`src/rtl/clkstate_pkg.sv`:
```
package clkstate_pkg;
  typedef enum logic [2:0] {
    CS_RUN, CS_GNT_WAIT, CS_GNT, CS_GNT_EXIT,
    CS_SLP, CS_SLP_EXIT, CS_DEEP, CS_RELOCK
  } cs_state_e;

  localparam logic [1:0] LVL_RUN  = 2'b00;
  localparam logic [1:0] LVL_GNT  = 2'b01;
  localparam logic [1:0] LVL_SLP  = 2'b10;
  localparam logic [1:0] LVL_DEEP = 2'b11;

  typedef struct packed {
    logic       stpclk_n;
    logic       slp_n;
    logic       bclk_en;
    logic       pic_en;
    logic       busy;
    logic [1:0] level;
  } cs_out_t;
endpackage

```
`src/rtl/clkstate_timer.sv`:
```
module clkstate_timer #(
  parameter int EXIT_CYC   = 10,
  parameter int RELOCK_CYC = 3000000
) (
  input  logic clk,
  input  logic rst_n,
  input  logic load,
  input  logic sel_relock,
  output logic done
);
  localparam int MAXC = (RELOCK_CYC > EXIT_CYC) ? RELOCK_CYC : EXIT_CYC;
  localparam int CW   = $clog2(MAXC + 1);
  localparam logic [CW-1:0] EXIT_LD   = CW'(EXIT_CYC - 1);
  localparam logic [CW-1:0] RELOCK_LD = CW'(RELOCK_CYC - 1);

  logic [CW-1:0] cnt_q, cnt_d;
  logic          cnt_en;

  always_comb begin
    cnt_en = load || (cnt_q != '0);
    if (load) cnt_d = sel_relock ? RELOCK_LD : EXIT_LD;
    else      cnt_d = cnt_q - 1'b1;
  end

  always_ff @(posedge clk or negedge rst_n) begin
    if (!rst_n)      cnt_q <= '0;
    else if (cnt_en) cnt_q <= cnt_d;
  end

  assign done = (cnt_q == '0);
endmodule

```
`src/rtl/clkstate_fsm.sv`:
```
module clkstate_fsm
  import clkstate_pkg::*;
(
  input  logic      clk,
  input  logic      rst_n,
  input  logic      grant_req,
  input  logic      resume_req,
  input  logic      sleep_req,
  input  logic      wake_req,
  input  logic      deep_req,
  input  logic      deep_exit_req,
  input  logic      rst_req,
  input  logic      sg_ack,
  input  logic      tmr_done,
  output cs_state_e st_q,
  output logic      tmr_load,
  output logic      tmr_relock,
  output logic      rst_out,
  output logic      rst_err
);
  cs_state_e st_d;
  logic      fwd_d, bad_d, clk_off;

  assign clk_off = (st_q == CS_DEEP) || (st_q == CS_RELOCK);

  always_comb begin
    st_d       = st_q;
    tmr_load   = 1'b0;
    tmr_relock = 1'b0;
    fwd_d      = 1'b0;
    bad_d      = 1'b0;
    unique case (st_q)
      CS_RUN:      if (grant_req) st_d = CS_GNT_WAIT;
      CS_GNT_WAIT: if (sg_ack) st_d = CS_GNT;
      CS_GNT: begin
        if (sleep_req) st_d = CS_SLP;
        else if (resume_req) begin
          st_d     = CS_GNT_EXIT;
          tmr_load = 1'b1;
        end
      end
      CS_GNT_EXIT: if (tmr_done) st_d = CS_RUN;
      CS_SLP: begin
        if (deep_req) st_d = CS_DEEP;
        else if (wake_req) begin
          st_d     = CS_SLP_EXIT;
          tmr_load = 1'b1;
        end
      end
      CS_SLP_EXIT: if (tmr_done) st_d = CS_GNT;
      CS_DEEP: begin
        if (deep_exit_req) begin
          st_d       = CS_RELOCK;
          tmr_load   = 1'b1;
          tmr_relock = 1'b1;
        end
      end
      CS_RELOCK:   if (tmr_done) st_d = CS_SLP;
      default:     st_d = CS_RUN;
    endcase
    if (rst_req) begin
      if (clk_off) begin
        bad_d = 1'b1;
      end else begin
        st_d     = CS_RUN;
        fwd_d    = 1'b1;
        tmr_load = 1'b0;
      end
    end
  end

  always_ff @(posedge clk or negedge rst_n) begin
    if (!rst_n) begin
      st_q    <= CS_RUN;
      rst_out <= 1'b0;
      rst_err <= 1'b0;
    end else begin
      st_q    <= st_d;
      rst_out <= fwd_d;
      rst_err <= bad_d;
    end
  end
endmodule

```
`src/rtl/clkstate_outdec.sv`:
```
module clkstate_outdec
  import clkstate_pkg::*;
(
  input  cs_state_e st,
  output cs_out_t   o
);
  always_comb begin
    o = '{stpclk_n: 1'b0, slp_n: 1'b1, bclk_en: 1'b1, pic_en: 1'b1,
          busy: 1'b0, level: LVL_RUN};
    unique case (st)
      CS_RUN:      o.stpclk_n = 1'b1;
      CS_GNT_WAIT: o.busy = 1'b1;
      CS_GNT:      o.level = LVL_GNT;
      CS_GNT_EXIT: begin o.stpclk_n = 1'b1; o.busy = 1'b1; o.level = LVL_GNT; end
      CS_SLP:      begin o.slp_n = 1'b0; o.pic_en = 1'b0; o.level = LVL_SLP; end
      CS_SLP_EXIT: begin o.busy = 1'b1; o.level = LVL_SLP; end
      CS_DEEP: begin
        o.slp_n = 1'b0; o.bclk_en = 1'b0; o.pic_en = 1'b0; o.level = LVL_DEEP;
      end
      CS_RELOCK:   begin o.slp_n = 1'b0; o.busy = 1'b1; o.level = LVL_DEEP; end
      default:     o.stpclk_n = 1'b1;
    endcase
  end
endmodule

```
`src/rtl/clkstate_seq.sv`:
```
module clkstate_seq
  import clkstate_pkg::*;
#(
  parameter int EXIT_CYC   = 10,
  parameter int RELOCK_CYC = 3000000
) (
  input  logic       clk,
  input  logic       rst_n,
  input  logic       grant_req,
  input  logic       resume_req,
  input  logic       sleep_req,
  input  logic       wake_req,
  input  logic       deep_req,
  input  logic       deep_exit_req,
  input  logic       rst_req,
  input  logic       sg_ack,
  output logic       stpclk_n,
  output logic       slp_n,
  output logic       bclk_en,
  output logic       pic_en,
  output logic       rst_out,
  output logic       rst_err,
  output logic [1:0] level,
  output logic       busy,
  output logic       ready
);
  logic [1:0] sync_q;
  logic       rst_int_n;
  cs_state_e  st;
  logic       tmr_load, tmr_relock, tmr_done;
  cs_out_t    dec;

  always_ff @(posedge clk or negedge rst_n) begin
    if (!rst_n) sync_q <= 2'b00;
    else        sync_q <= {sync_q[0], 1'b1};
  end
  assign rst_int_n = sync_q[1];

  clkstate_fsm u_fsm (
    .clk(clk), .rst_n(rst_int_n),
    .grant_req(grant_req), .resume_req(resume_req), .sleep_req(sleep_req),
    .wake_req(wake_req), .deep_req(deep_req), .deep_exit_req(deep_exit_req),
    .rst_req(rst_req), .sg_ack(sg_ack), .tmr_done(tmr_done),
    .st_q(st), .tmr_load(tmr_load), .tmr_relock(tmr_relock),
    .rst_out(rst_out), .rst_err(rst_err)
  );

  clkstate_timer #(.EXIT_CYC(EXIT_CYC), .RELOCK_CYC(RELOCK_CYC)) u_tmr (
    .clk(clk), .rst_n(rst_int_n), .load(tmr_load),
    .sel_relock(tmr_relock), .done(tmr_done)
  );

  clkstate_outdec u_dec (.st(st), .o(dec));

  assign stpclk_n = dec.stpclk_n;
  assign slp_n    = dec.slp_n;
  assign bclk_en  = dec.bclk_en;
  assign pic_en   = dec.pic_en;
  assign level    = dec.level;
  assign busy     = dec.busy;
  assign ready    = !dec.busy;
endmodule

```
`config.mk`:
```
export PLATFORM = sky130hd
export DESIGN_NAME = clkstate_seq
export DESIGN_NICKNAME = d
export VERILOG_FILES = /design/src/rtl/clkstate_pkg.sv /design/src/rtl/clkstate_timer.sv /design/src/rtl/clkstate_fsm.sv /design/src/rtl/clkstate_outdec.sv /design/src/rtl/clkstate_seq.sv
export SDC_FILE = /design/constraint.sdc
export NUM_CORES = 1
export LEC_CHECK = 0
export ABC_AREA = 1
export BUFFER_PORTS_ARGS = -buffer_cell sky130_fd_sc_hd__buf_4
export CAP_MARGIN = 40
export CELL_PAD_IN_SITES_DETAIL_PLACEMENT = 0
export CELL_PAD_IN_SITES_GLOBAL_PLACEMENT = 2
export CORE_UTILIZATION = 35
export CTS_CLUSTER_DIAMETER = 40
export CTS_CLUSTER_SIZE = 40
export DETAILED_ROUTE_END_ITERATION = 8
export GPL_ROUTABILITY_DRIVEN = 0
export GPL_TIMING_DRIVEN = 0
export PLACE_DENSITY_LB_ADDON = 0.25
export SLEW_MARGIN = 30
export SYNTH_ARGS = -nofsm -noshare
export SYNTH_HDL_FRONTEND = slang
export SYNTH_SLANG_ARGS = --single-unit
export TNS_END_PERCENT = 100
```
`constraint.sdc`:
```
create_clock -name clk -period 1.7 [get_ports clk]
set_clock_uncertainty 0.2 [all_clocks]
set_input_delay 0.17 -clock clk [delete_from_list [all_inputs] [get_ports clk]]
set_output_delay 0.17 -clock clk [all_outputs]
set_load 0.02 [all_outputs]
```
* Word level (Yosys, flattened, before mapping)
Index checks and enable logic that the tools add are counted.
Word-level totals: flip-flop bits (word level) 29, input bits 10, output and inout bits 10, logic and storage cells 60
Operators by class: mux-type cells 34, add/sub/neg operators 1, equality and inequality tests 7, reductions and logical operators 13
Operators by type and width (number):
- two-way mux 22 bit | 2
- two-way mux 3 bit | 12
- case mux 3 bit (8 select lines) | 1
- zero test 22 bit | 1
- nonzero test 22 bit | 1
- subtractor 22 x 1 -> 22 bit, second input constant | 1
- two-way mux 1 bit | 17
- equality test 3 bit, second input constant | 4
- OR reduction 2 bit | 5
- equality test 3 x 2 -> 1 bit, second input constant | 2
- case mux 2 bit (3 select lines) | 1
- OR reduction 4 bit | 1
- equality test 3 x 1 -> 1 bit, second input constant | 1
- zero test 3 bit | 1
- case mux 1 bit (3 select lines) | 1
- OR reduction 3 bit | 1
- logical OR 1 bit | 2
- zero test 1 bit | 1

* Longest topological paths before layout
depth after elaboration 6, gate-level depth with buffers 12, mapped depth without buffers 10

* Hierarchy
From an unflattened synthesis, not the netlist that was laid out.
Second synthesis, totals: cell total of the unflattened synthesis 271, area total of the unflattened synthesis 1876.8 um2
Modules (own cells, without submodules):
- clkstate_timer | seq. area each 550.5 um2, area each 1388.8 um2, cells an instance 190, times used 1
- clkstate_fsm | seq. area each 125.1 um2, area each 374.1 um2, cells an instance 63, times used 1
- clkstate_seq | seq. area each 50.0 um2, area each 57.6 um2, cells an instance 4, times used 1
- clkstate_outdec | seq. area each 0.0 um2, area each 56.3 um2, cells an instance 14, times used 1

* Worst setup path before layout
OpenSTA, ideal clock, no wires.
path kind register -> register, from register u_fsm.st_q[0], to register u_tmr.cnt_q[1], library setup time 0.138 ns, slack 0.027 ns, period minus slack after synthesis 1.673 ns, data required time 1.362 ns, buffers on the path 2, stages on the path, launching flop included 11, arrival time 1.335 ns, cells stage by stage dfrtp_1 -> buf_6 -> inv_4 -> nand3_2 -> nand3_2 -> nand2_1 -> inv_2 -> nand2_2 -> buf_4 -> nand3b_1 -> nand3_1
On the way: cells in the longest elaborated chain, start to end 5, elaborated cells on any way between the ends 12, those cells by class 4 x eq/ne; 6 x mux; 2 x reduce/logical
RTL lines:
- from (decl) | RTL line clkstate_fsm.sv:15 | output cs_state_e st_q,
- from (signal assigned) | RTL line clkstate_fsm.sv:78 | st_q <= st_d;
- equality test 3 bit, or another cell as far along | RTL line clkstate_fsm.sv:24, clkstate_fsm.sv:32
- case mux 1 bit (3 select lines) or logical OR 1 bit (tied branches) | RTL line clkstate_fsm.sv:32, clkstate_fsm.sv:24
- two-way mux 1 bit | RTL line clkstate_fsm.sv:62 | if (clk_off) begin
- two-way mux 1 bit | RTL line clkstate_fsm.sv:61 | if (rst_req) begin
- two-way mux 22 bit or logical OR 1 bit (tied branches) | RTL line clkstate_timer.sv:21, clkstate_timer.sv:20
- to (signal assigned) | RTL line clkstate_timer.sv:27 | else if (cnt_en) cnt_q <= cnt_d;
- to (decl) | RTL line clkstate_timer.sv:16 | logic [CW-1:0] cnt_q, cnt_d;
Parallel ways exist; a longest one is shown, timed or not. A chain may end at the register's enable or synchronous reset.

* Worst setup path in the final report
from register u_fsm.st_q[1], to register u_tmr.cnt_q[7]
Same word-level chain as after synthesis.

==> impl_metrics.json <==
{
  "grt_util_met1_pct": 25.68,
  "drc": 0,
  "rr_startpoint": "u_fsm.st_q[1]",
  "cts_buffer_depth": 2,
  "cts_tree": "built",
  "critPathRequiredTime_ns": 1.68,
  "ys_seq_area_share_pct": 38.28,
  "fp.coreArea_sq_um": 5172,
  "gr-usage-met3_pct": 3.571,
  "synth_top_family_by_area": "simple AND/OR/NAND/NOR gates",
  "worst_pin_slew_ns": 0.6610,
  "fin_setup_tns_ns": -0.01264,
  "top_usage_layer": "met2",
  "dieArea_sq_um": 5714,
  "timing.fmax_ghz": 0.5839,
  "ant_nets": 0,
  "syn_area_sq_um": 1896,
  "seq_area_sq_um": 730.7,
  "hold_viol": 0,
  "grt_pass1_vias": 1719,
  "hold_class": "reg -> async",
  "syn_inst": 278,
  "dp_hpwl_um": 3560,
  "met2_usage_pct": 33.04,
  "path_max_fanout": 8,
  "drt_wl_total_um": 5390,
  "grt_max_degree": 28,
  "min_period_ns": 1.713,
  "synth-simple-area-share_pct": 38.48,
  "clkLatencyLatePin_ns": 0.28,
  "rows": 26,
  "endpoint_kind": "register",
  "first_iter_violations": 76,
  "cap_viol_max_count": 0,
  "cts.sinks": 29,
  "wl_per_cell_um": 13.37,
  "startpoint_type": "register",
  "maxSlewHeadroom_pct": 55.93,
  "synth-xor-area-share_pct": 1.386,
  "area_delta_synth_final_pct": 43.76,
  "n_fill_cell": 526,
  "synth_area_per_cell_sq_um": 6.819,
  "die_width_um": 75.59,
  "start_util_pct": 36.65,
  "synthMuxAreaShare_pct": 0,
  "power.density_nw_per_um2": 1212,
  "num_vias": 1941,
  "p_leak_nw": 1.370,
  "crit_slowest_cell": "dfrtp_1",
  "routed_via_density": 4.816,
  "fin_crit_sh_pct": 100.7,
  "instances_no_fill": 403,
  "max_stage_delay_ns": 0.35,
  "die_h_um": 75.59,
  "boundaryPins": 20,
  "path_delay_family": "buffers and inverters",
  "arrival_ns": 1.70,
  "r2r_cells": 11,
  "utilization_pct": 52.69,
  "placed_cells": 367,
  "first_pass_iters": 4,
  "setup_slack_ns": -0.01264,
  "antenna_found_initial": 0,
  "multi_input_area_sq_um": 1155,
  "nets": 344,
  "synth_nets": 290,
  "peakVddDrop_mv": 0.6297,
  "layout-drive-gt1-share_pct": 34.83,
  "crit_chain": "buf_6 > inv_2 > a21oi_1 > nand2_2 > inv_2 > nand2_8 > buf_8 > o21ai_2 > nand2_1 > nand2_1 > inv_1",
  "cts_buffers": 5,
  "finalSetupViolations": 1,
  "root_buffer": "clkbuf_8",
  "io_buffers": 19,
  "worst-path-buf-inv": 5,
  "p_total_mw": 3.303,
  "cts.clk_slew.worst_paths_ns": 0.07,
  "critPathKind": "reg -> reg",
  "slew_violations": 0,
  "overflow": 0,
  "synth_fa_ha_area_share_pct": 1.320,
  "r2r_slack_ns": -0.01,
  "ys_warn_count": 0,
  "status": "finished, violations left",
  "violations": "setup timing",
  "synth_seq_cells": 29,
  "grt_pass1_wl_um": 8100,
  "reg2reg_to": "u_tmr.cnt_q[7]",
  "rsz0062_at_grt": "true",
  "grt_usage_pct": 19.65,
  "antenna_cells": 0,
  "htreeDepth": 2,
  "synth-compound-area-share_pct": 7.261,
  "synth_cell_types": 31
}
==> cells by family after synthesis <==
family / after synthesis
DFF: 29
and+or+nand+nor: 162
xor gates and xnor gates: 3
buffers and inverters: 57
other: 1
adders and majority gates: 2
AOI/OAI and AO/OA: 24
==> synth_stat cells, drive strengths merged <==
cell	number	share of area [%]
conb	1	0.20
ha	2	1.3
nand3b	2	0.79
inv	45	9.2
buf	7	2.9
xnor2	1	0.46
nand2	71	14
a21boi	1	0.40
clkinv	1	0.20
xor2	2	0.92
o21ai	6	1.8
nor2	46	9.8
a211oi	1	0.40
nand3	33	10
a31oi	1	0.33
dfrtp	29	38
a21o	1	0.40
a21oi	12	3.2
clkbuf	4	0.79
nand4	9	3.0
o21bai	2	0.79
or2	1	0.33
==> final cells by class <==
| class | count | area share, % |
|---|---|---|
| Tap cell | 70 | 3.214 |
| Timing Repair Buffer | 47 | 14.10 |
| Clock inverter | 2 | 0.3673 |
| Buffer | 11 | 3.765 |
| Multi-Input combinational cell | 192 | 42.38 |
| Sequential cell | 29 | 26.81 |
| Inverter | 46 | 6.703 |
| Clock buffer | 6 | 2.663 |
==> metal layers <==
metal	vias to the layer above	part of all wire, %
met5	-	0
met1	918	47
met3	9	2.7
met2	35	49
li1	979	-
met4	0	1.2
==> through the flow <==
stage          hold WS [ns]  worst slack, ns  instance area, sq um
6_report             0.1053         -0.01264                  2725
5_1_grt              0.1681          -0.1052                  2725
4_1_cts              0.1246        0.0006195                  2342
3_5_place_dp        -0.2461          -0.1068                  2127
3_3_place_gp        -0.2470         -0.08749                  2126
2_1_floorplan       -0.3256          0.02691                  1896
==> layout by cell type (no fill, tap or decap), drive strengths merged, types with 2 or more instances in the layout <==
| master | n |
|---|---|
| a21oi | 12 |
| buf | 48 |
| clkbuf | 11 |
| clkinv | 3 |
| dfrtp | 29 |
| dlygate4sd3 | 5 |
| ha | 2 |
| inv | 45 |
| nand2 | 71 |
| nand3 | 33 |
| nand3b | 2 |
| nand4 | 9 |
| nor2 | 46 |
| o21ai | 6 |
| o21bai | 2 |
| xor2 | 2 |
==> worst max path at each step <==
stage	depth (start not counted)	slack [ns]	to	start
after detailed placement	7	-0.11	u_tmr.cnt_q[17]	u_tmr.cnt_q[12]
after floorplan	10	0.03	u_tmr.cnt_q[1]	u_fsm.st_q[0]
after CTS	9	0.0006	u_fsm.st_q[1]	u_tmr.cnt_q[4]
final	11	-0.01	u_tmr.cnt_q[7]	u_fsm.st_q[1]
after global placement	8	-0.09	u_tmr.cnt_q[17]	u_tmr.cnt_q[0]
after global routing	11	-0.11	u_tmr.cnt_q[7]	u_fsm.st_q[1]
==> power by group <==
part           internal (mW)  leakage (nW)  switching (mW)
clock                  0.283        0.0450           0.277
combinational          0.660         0.967           0.843
sequential             0.934         0.358           0.307
==> flip-flops by register name (all words and copies together) (netlist names) <==
register,count
u_fsm.rst_out,1
u_fsm.rst_err,1
sync_q,2
u_tmr.cnt_q,22
u_fsm.st_q,3
==> timing repair <==
action | CTS | global route
hold buffers | 5 | 0
endpoints found under the setup margin | 20 | 24
pin swaps | 2 | 21
buffers inserted | 2 | 19
gates resized for setup | 21 | 55
gates cloned | 0 | 2
endpoints found under the hold margin | 6 | 0
Note: power is estimated with default switching activity, not from simulation.
